`config.mk`:
```
export PLATFORM = sky130hd
export DESIGN_NAME = smm_access_ctl
export DESIGN_NICKNAME = d
export VERILOG_FILES = /design/src/rtl/smm_pkg.sv /design/src/rtl/smm_ctl_regs.sv /design/src/rtl/smm_seg_size.sv /design/src/rtl/smm_router.sv /design/src/rtl/smm_access_ctl.sv
export SDC_FILE = /design/constraint.sdc
export NUM_CORES = 1
export LEC_CHECK = 0
export BUFFER_PORTS_ARGS = -buffer_cell sky130_fd_sc_hd__clkbuf_2
export CORE_MARGIN = 5
export CORE_UTILIZATION = 50
export CTS_BUF_LIST = sky130_fd_sc_hd__clkbuf_4 sky130_fd_sc_hd__clkbuf_8
export DETAILED_ROUTE_END_ITERATION = 10
export HOLD_SLACK_MARGIN = 0.08
export PLACE_DENSITY_LB_ADDON = 0.05
export SKIP_CTS_REPAIR_TIMING = 1
export SYNTH_ARGS = -nofsm -noshare
export SYNTH_HDL_FRONTEND = slang
export SYNTH_SLANG_ARGS = --single-unit
```
`constraint.sdc`:
```
create_clock -name clk -period 7.6 [get_ports clk]
set_clock_uncertainty 0.05 [all_clocks]
set_input_delay 1.14 -clock clk [delete_from_list [all_inputs] [get_ports clk]]
set_output_delay 1.14 -clock clk [all_outputs]
set_load 0.01 [all_outputs]
```
`src/rtl/smm_pkg.sv`:
```
package smm_pkg;
   typedef enum logic [1:0] {
      ROUTE_RAM  = 2'd0,
      ROUTE_PCI  = 2'd1,
      ROUTE_ONES = 2'd2
   } route_e;

   localparam int LB_OPEN  = 6;
   localparam int LB_CLOSE = 5;
   localparam int LB_LOCK  = 4;
   localparam int LB_GEN   = 3;
   localparam int SB_HIGH  = 7;
   localparam int SB_EN    = 0;

   localparam logic [15:0] EXT_QUERY = 16'hFFFF;
   localparam int          EXT_MAX   = 4095;
endpackage

```
`src/rtl/smm_ctl_regs.sv`:
```
module smm_ctl_regs
   import smm_pkg::*;
#(
   parameter int EXT_MB = 16
) (
   input  logic        clk,
   input  logic        rst_n,
   input  logic        wr_en,
   input  logic [1:0]  wr_sel,
   input  logic [15:0] wr_data,
   output logic [7:0]  leg_q,
   output logic [7:0]  seg_q,
   output logic [15:0] ext_q
);
   localparam logic [7:0] LEG_RST     = 8'h02;
   localparam logic [7:0] LEG_MASK    = 8'h78;
   localparam logic [7:0] LEG_MASK_LK = 8'h20;
   localparam logic [7:0] SEG_MASK    = 8'h87;
   localparam logic [7:0] SEG_MASK_LK = 8'h00;

   logic       locked;
   logic [7:0] leg_m, seg_m, leg_nxt, seg_nxt;

   always_comb begin
      locked  = leg_q[LB_LOCK];
      leg_m   = locked ? LEG_MASK_LK : LEG_MASK;
      seg_m   = locked ? SEG_MASK_LK : SEG_MASK;
      leg_nxt = (leg_q & ~leg_m) | (wr_data[7:0] & leg_m);
      if (leg_nxt[LB_LOCK]) leg_nxt[LB_OPEN] = 1'b0;
      seg_nxt = (seg_q & ~seg_m) | (wr_data[7:0] & seg_m);
   end

   always_ff @(posedge clk) begin
      if (!rst_n) begin
         leg_q <= LEG_RST;
         seg_q <= 8'h00;
      end else if (wr_en) begin
         if (wr_sel == 2'd0) leg_q <= leg_nxt;
         if (wr_sel == 2'd1) seg_q <= seg_nxt;
      end
   end

   generate
      if (EXT_MB > 0) begin : g_ext
         always_ff @(posedge clk) begin
            if (!rst_n)
               ext_q <= EXT_QUERY;
            else if (wr_en && wr_sel == 2'd2)
               ext_q <= (wr_data == EXT_QUERY) ? 16'(EXT_MB) : wr_data;
         end
      end else begin : g_no_ext
         assign ext_q = 16'h0000;
      end
   endgenerate
endmodule

```
`src/rtl/smm_seg_size.sv`:
```
module smm_seg_size
   import smm_pkg::*;
#(
   parameter int ADDR_W = 32,
   parameter int EXT_MB = 16
) (
   input  logic [7:0]        seg_q,
   output logic [ADDR_W-1:0] seg_size
);
   localparam int MB_SHIFT = 20;

   logic [11:0] mb;

   always_comb begin
      unique case (seg_q[2:1])
         2'd0:    mb = 12'd1;
         2'd1:    mb = 12'd2;
         2'd2:    mb = 12'd8;
         default: mb = 12'(EXT_MB);
      endcase
      if (!seg_q[SB_EN]) mb = 12'd0;
      seg_size = ADDR_W'(mb) << MB_SHIFT;
   end
endmodule

```
`src/rtl/smm_router.sv`:
```
module smm_router
   import smm_pkg::*;
#(
   parameter int                ADDR_W   = 32,
   parameter logic [ADDR_W-1:0] LEG_BASE = ADDR_W'(32'h000A_0000),
   parameter logic [ADDR_W-1:0] LEG_SIZE = ADDR_W'(32'h0002_0000),
   parameter logic [ADDR_W-1:0] HI_BASE  = ADDR_W'(32'hFEDA_0000)
) (
   input  logic [7:0]        leg_q,
   input  logic [7:0]        seg_q,
   input  logic [ADDR_W-1:0] seg_size,
   input  logic [ADDR_W-1:0] low_top,
   input  logic [ADDR_W-1:0] acc_addr,
   input  logic              acc_smm,
   output route_e            route,
   output logic [ADDR_W-1:0] ram_addr
);
   localparam logic [ADDR_W-1:0] ALIAS_DELTA = HI_BASE - LEG_BASE;

   logic              in_leg, in_hi, in_seg, open, hi, gen;
   logic [ADDR_W-1:0] seg_base, alias_addr;
   route_e            nrm_route;
   logic [ADDR_W-1:0] nrm_addr;

   always_comb begin
      open       = leg_q[LB_OPEN];
      gen        = leg_q[LB_GEN];
      hi         = seg_q[SB_HIGH];
      seg_base   = low_top - seg_size;
      in_leg     = (acc_addr - LEG_BASE) < LEG_SIZE;
      in_hi      = (acc_addr - HI_BASE) < LEG_SIZE;
      in_seg     = (seg_size != '0) && ((acc_addr - seg_base) < seg_size);
      alias_addr = acc_addr - ALIAS_DELTA;

      nrm_addr = acc_addr;
      if (in_hi && open && hi) begin
         nrm_route = ROUTE_RAM;
         nrm_addr  = alias_addr;
      end else if (in_leg)
         nrm_route = (open && !hi) ? ROUTE_RAM : ROUTE_PCI;
      else if (in_seg)
         nrm_route = ROUTE_ONES;
      else
         nrm_route = (acc_addr < low_top) ? ROUTE_RAM : ROUTE_PCI;

      route    = nrm_route;
      ram_addr = nrm_addr;
      if (acc_smm) begin
         if (gen && hi && in_hi) begin
            route    = ROUTE_RAM;
            ram_addr = alias_addr;
         end else if (gen && !hi && in_leg) begin
            route    = ROUTE_RAM;
            ram_addr = acc_addr;
         end else if (in_seg) begin
            route    = ROUTE_RAM;
            ram_addr = acc_addr;
         end
      end
   end
endmodule

```
`src/rtl/smm_access_ctl.sv`:
```
module smm_access_ctl
   import smm_pkg::*;
#(
   parameter int                ADDR_W   = 32,
   parameter int                EXT_MB   = 16,
   parameter logic [ADDR_W-1:0] LEG_BASE = ADDR_W'(32'h000A_0000),
   parameter logic [ADDR_W-1:0] LEG_SIZE = ADDR_W'(32'h0002_0000),
   parameter logic [ADDR_W-1:0] HI_BASE  = ADDR_W'(32'hFEDA_0000)
) (
   input  logic              clk,
   input  logic              rst_n,
   input  logic              wr_en,
   input  logic [1:0]        wr_sel,
   input  logic [15:0]       wr_data,
   input  logic [ADDR_W-1:0] acc_addr,
   input  logic              acc_smm,
   input  logic [ADDR_W-1:0] low_top,
   output logic [1:0]        route,
   output logic [ADDR_W-1:0] ram_addr,
   output logic [7:0]        ctl_legacy,
   output logic [7:0]        ctl_seg,
   output logic [15:0]       ext_size
);
   generate
      if (EXT_MB < 0 || EXT_MB > EXT_MAX) begin : g_bad_ext
         $error("EXT_MB out of range");
      end
      if (ADDR_W < 32) begin : g_bad_w
         $error("ADDR_W must be at least 32");
      end
   endgenerate

   logic [7:0]        leg_q, seg_q;
   logic [15:0]       ext_q;
   logic [ADDR_W-1:0] seg_size;
   route_e            route_w;

   smm_ctl_regs #(.EXT_MB(EXT_MB)) u_regs (
      .clk(clk), .rst_n(rst_n), .wr_en(wr_en), .wr_sel(wr_sel),
      .wr_data(wr_data), .leg_q(leg_q), .seg_q(seg_q), .ext_q(ext_q)
   );

   smm_seg_size #(.ADDR_W(ADDR_W), .EXT_MB(EXT_MB)) u_size (
      .seg_q(seg_q), .seg_size(seg_size)
   );

   smm_router #(
      .ADDR_W(ADDR_W), .LEG_BASE(LEG_BASE), .LEG_SIZE(LEG_SIZE), .HI_BASE(HI_BASE)
   ) u_route (
      .leg_q(leg_q), .seg_q(seg_q), .seg_size(seg_size), .low_top(low_top),
      .acc_addr(acc_addr), .acc_smm(acc_smm), .route(route_w), .ram_addr(ram_addr)
   );

   assign route      = route_w;
   assign ctl_legacy = leg_q;
   assign ctl_seg    = seg_q;
   assign ext_size   = ext_q;
endmodule

```
==> results.cfg, run 1 <==
[outcome]
status = finished, final reports clean

[synth]
seq_area_frac_synth = 0.110
synth.yosys.warnings = 0
synth_area_per_cell_um2 = 7.34
synth-async-reset-ratio = 0
synth_top_area_share = 0.192
synth_top_cell_by_area = ha_1
yosysMostFrequentCell = nand2_1
syn-cell-area_mm2 = 0.00437
ys_ff_latch = 24
synth_enable_flop_cells = 0
synth_commonest_cells = nand2_1 (76), inv_1 (73), ha_1 (67)
synth_ff_type = dfxtp_1
synth_cell_type_count = 65
syn-instance-count = 595
synth_area_leaders = ha_1 (19%), dfxtp_1 (11%), fa_1 (7.3%)

[sta]
fmax_mhz = 147
rsz0062_at_grt = false
hold_viol = 0
report.final.slew_viol_count = 0
holdWs_ns = 0.427
fin_crit_ns = 6.79
min_period_over_period = 0.894
slew_headroom = 0.307
tightest_slew_ns = 1.04
setup_tns_ns = 0
setup_violations = 0

[clock_network]
clk-insertion-delay-late_ns = 0.27
numCtsBuffers = 3
cts_tree = yes
clock_path_buffers = 2
clock-sinks = 24
root_buffer = clkbuf_8
htreeDepth = 1
path_clk_slew_ns = 0.08

[floorplanning]
ioPinCount = 152
num_rows = 34
fp.dieW_um = 103
start_util = 0.506
coreArea_mm2 = 0.00864
fp.dieH_um = 103
die_area_mm2 = 0.0107

[place]
portBuffers = 143
globalplace.congestion = 0.928
hpwlAfterDp_um = 10200

[global_route]
use_met1 = 0.303
grt-busiest-layer = met2
first_global_vias = 4338
antenna_found_initial = 0
grt_overflow = 0
grt_usage = 0.222
grt_max_degree = 25
grtUsageMet2 = 0.385
grtUsageMet3 = 0.0228
grt_pass1_wl_um = 19500

[worst_setup_path]
required_ns = 6.41
max_stage_delay_ns = 0.53
startpoint_type = primary input
arrival_ns = 5.60
critPathCaptureType = primary output
critPathMaxFanout = 10
path_class = in2out
cp_cell_sequence = clkbuf_2, ha_1, inv_1, fa_1, nor2b_1, nand4_1, nor2_1, o31ai_2, nand2_1, nand4_1, nand3b_1, xor2_1, ha_1, nand3b_1, a31oi_1, o21ai_0, a2111oi_0, o311ai_1, o41a_1, o21ai_4, mux2i_1, clkbuf_2
slowest_stage = o41a_1

[pwr]
p_per_area_mw_per_mm2 = 106
ir_drop_v = 0.0000906
cellLeakagePower_nw = 2.62

[layout]
register_area_um2 = 480
num_antenna_cells = 0
synthToLayoutAreaGrowth_pct = 15.5
nFillCells = 857
drive_gt1_frac = 0.220
multi_input_area_mm2 = 0.00338
nNetsFinal = 880

[routing]
vias = 4497
first_pass_iters = 4
drt_wl_total_um = 11800
ant_nets = 0
drt_first_iter_violations = 162
wl_per_cell_um = 14.4
drc = 0
viasPerCell = 5.50

[run]
maxCapViolCount = 0

[hold_path]
min_path_type = reg2reg
-- logic make-up (layout without fill, tap and decap cells) --
logic type | count (synthesis) | in the layout | synth area share
buf+inv | 112 | 221 | 0.122
other cells | 2 | 8 | 0.00172
mux | 11 | 11 | 0.0255
simple gates | 221 | 221 | 0.259
fa+ha+maj | 83 | 83 | 0.265
flops | 24 | 24 | 0.110
xor+xnor | 12 | 12 | 0.0241
compound gates | 130 | 130 | 0.193
-- power breakdown --
group	leakage, nW	internal [W]	switching, W	total (W)
Clock	0.0288	0.0000463	0.0000410	0.0000873
Sequential	0.196	0.000131	0.00000452	0.000136
Combinational	2.40	0.000130	0.000181	0.000311
Total	2.62	0.000308	0.000226	0.000534
-- metrics by stage --
stage	worst slack [ns]	util	total power (W)	cells	instance area, um^2
6_report	0.808	0.584	0.000534	818	5040
5_1_grt	0.464	0.584	0.000585	818	5040
4_1_cts	0.871	0.584	0.000536	818	5040
3_5_place_dp	0.883	0.577	0.000447	814	4990
3_3_place_gp	0.966	0.577	0.000446	814	4990
2_1_floorplan	1.38	-	0.000359	601	4390
-- worst paths after layout --
kind	start	endpoint	slack, ns	depth (start not counted)
setup / recovery	acc_addr[18]	ram_addr[21]	0.81	22
hold / removal	u_regs.ext_q[3]	u_regs.ext_q[3]	0.43	2
setup reg to reg	u_regs.leg_q[4]	flop	6.10	3
hold reg to reg	u_regs.ext_q[3]	u_regs.ext_q[3]	0.43	2
-- critical path: cells and delay by family --
kind | cells | cell delay, ns
buf+inv | 3 | 0.33
compound gates | 7 | 1.77
fa+ha+maj | 3 | 0.84
mux | 1 | 0.22
xor+xnor | 1 | 0.08
simple gates | 7 | 1.22
-- per-layer routing --
metal  vias up  share of wire
met4         0         0.0061
li1       2287              -
met2       144           0.48
met5         -              0
met1      2057           0.45
met3         9          0.065
-- layout make-up --
type / instances / share of cell area
clock buffers: 4 / 0.0109
inverters: 74 / 0.0551
multi-input cells: 465 / 0.670
flip-flops and latches: 24 / 0.0953
well taps: 108 / 0.0268
repair buffers: 143 / 0.142
-- layout by cell type, fill, tap and decap left out, types with 2 or more instances in the layout --
| cell type | n |
|---|---|
| nand2_1 | 76 |
| clkbuf_2 | 143 |
| a21boi_0 | 3 |
| fa_1 | 16 |
| ha_1 | 67 |
| o21a_1 | 7 |
| a21oi_1 | 41 |
| and4b_1 | 2 |
| o21ai_1 | 5 |
| nor2_1 | 19 |
| clkbuf_8 | 4 |
| o21ai_0 | 20 |
| nand3b_1 | 7 |
| nor3b_1 | 5 |
| a21o_1 | 3 |
| and3_1 | 4 |
| and2_1 | 9 |
| a2111oi_0 | 3 |
| a211oi_1 | 6 |
| nor4_1 | 6 |
| conb_1 | 8 |
| nand3_1 | 36 |
| o211ai_1 | 7 |
| nor3_1 | 6 |
| or3_1 | 2 |
| xor2_1 | 2 |
| inv_1 | 73 |
| nor2b_1 | 17 |
| a211o_1 | 3 |
| o211a_1 | 2 |
| nand2b_1 | 6 |
| xnor2_1 | 10 |
| nand4_1 | 19 |
| mux2i_1 | 10 |
| o22ai_1 | 5 |
| dfxtp_1 | 24 |
| a31oi_1 | 8 |
(Power assumes the default switching activity.)
==> inputs of run 2 (changes only) <==
--- a/config.mk
+++ b/config.mk
@@ -6,7 +6,7 @@
 export NUM_CORES = 1
 export LEC_CHECK = 0
 export BUFFER_PORTS_ARGS = -buffer_cell sky130_fd_sc_hd__clkbuf_2
-export CORE_MARGIN = 5
+export CORE_MARGIN = 2
 export CORE_UTILIZATION = 50
 export CTS_BUF_LIST = sky130_fd_sc_hd__clkbuf_4 sky130_fd_sc_hd__clkbuf_8
 export DETAILED_ROUTE_END_ITERATION = 10
==> results.cfg, run 2 (synthesis results as in run 1) <==
[outcome]
status = finished, final reports clean

[sta]
fmax_mhz = 148
hold_viol = 0
setup_violations = 0
setup_tns_ns = 0
slew_headroom = 0.300
fin_crit_ns = 6.77
min_period_over_period = 0.891
rsz0062_at_grt = false
report.final.slew_viol_count = 0
tightest_slew_ns = 1.05
setup_slack_ns = 0.826

[layout]
synthToLayoutAreaGrowth_pct = 15.5
drive_gt1_frac = 0.220
register_area_um2 = 480
final_cell_mix = clkbuf_2 (143), nand2_1 (76), inv_1 (73)
fin_util = 0.587
multi_input_area_mm2 = 0.00338
nFillCells = 855
final_common_cell = clkbuf_2
nNetsFinal = 880
num_antenna_cells = 0

[routing]
drt_wl_total_um = 11600
viasPerCell = 5.55
drt_first_iter_violations = 338
drc = 0
ant_nets = 0
first_pass_iters = 5
vias = 4541
wl_per_cell_um = 14.2

[hold_path]
whs_endpoint = u_regs.ext_q[9]
whs_path_depth = 2
min_path_type = reg2reg
hp-start = u_regs.ext_q[9]

[worst_setup_path]
slowest_stage = o41a_1
critPathCaptureType = primary output
arrival_ns = 5.58
reg2reg_depth = 3
startpoint_type = primary input
required_ns = 6.41
crit_family = compound AO/OA/AOI/OAI gates
max_stage_delay_ns = 0.52
crit_buf_inv = 4
path_class = in2out
r2r_start = u_regs.leg_q[4]
crit_path_start = low_top[8]
reg2reg_setup_slack_ns = 6.14
cp_cell_sequence = clkbuf_2, inv_1, ha_1, inv_1, fa_1, nor3b_2, nand4_1, a21oi_1, o31ai_2, nand2_1, nand4_1, nand3b_1, xor2_1, ha_1, nand3b_1, a31oi_1, o21ai_0, a2111oi_0, o311ai_1, o41a_1, o21ai_4, mux2i_1, clkbuf_2
critPathMaxFanout = 10

[global_route]
antenna_found_initial = 0
first_global_vias = 4261
grt_pass1_wl_um = 19700
grt_overflow = 0
grt_max_degree = 25
grt_usage = 0.242

[place]
portBuffers = 143
hpwlAfterDp_um = 9920
globalplace.congestion = 0.901
dpl_worst_slack_ns = 0.880

[floorplanning]
fp.dieH_um = 97.4
num_rows = 34
start_util = 0.508
coreArea_mm2 = 0.00859
fp.dieW_um = 97.4
ioPinCount = 152
die_area_mm2 = 0.00949

[clock_network]
clk-insertion-delay-late_ns = 0.27
cts_tree = yes
htreeDepth = 1
clock_path_buffers = 2
numCtsBuffers = 3
path_clk_slew_ns = 0.08
clock-sinks = 24
root_buffer = clkbuf_8

[pwr]
ir_drop_v = 0.0000862
p_per_area_mw_per_mm2 = 106
cellLeakagePower_nw = 2.62

[run]
maxCapViolCount = 0
-- run 2: tightest hold or removal path: cells and delay by family, from the launching register on --
| kind | cells | cell delay (ns) |
|---|---|---|
| AND/OR/NAND/NOR | 2 | 0.12 |
| flip-flops | 1 | 0.33 |
-- run 2: worst max path at each step --
stage | cells after the start | to
finish | 23 | ram_addr[21]
global placement | 23 | ram_addr[21]
CTS | 22 | ram_addr[21]
detailed placement | 22 | ram_addr[21]
floorplan | 18 | ram_addr[21]
global route | 22 | ram_addr[21]
-- run 2: layout make-up --
type,count,share of cell area
clock buffers,4,0.0109
inverters,74,0.0551
multi-input cells,465,0.670
flip-flops and latches,24,0.0953
well taps,108,0.0268
repair buffers,143,0.142
-- run 2: layer usage --
layer | global-route usage | share of wire | routed length, um
met4 | 0.0267 | 0.012 | 134
met2 | 0.431 | 0.47 | 5470
met3 | 0.0259 | 0.060 | 703
met1 | 0.326 | 0.46 | 5320
met5 | 0 | 0 | 0
-- run 2: report_power, final --
group	leakage (nW)	switching, W	internal, W
sequential	0.196	0.00000435	0.000131
clock	0.0288	0.0000404	0.0000463
combinational	2.40	0.000181	0.000130
total	2.62	0.000226	0.000308
-- run 2: through the flow --
step / cell area, um^2 / hold WS, ns / power [W] / cells
6_report: 5040 / 0.425 / 0.000534 / 818
5_1_grt: 5040 / 0.448 / 0.000583 / 818
4_1_cts: 5040 / 0.426 / 0.000535 / 818
3_5_place_dp: 4990 / 0.403 / 0.000447 / 814
3_3_place_gp: 4990 / 0.401 / 0.000442 / 814
2_1_floorplan: 4390 / 0.445 / 0.000359 / 601
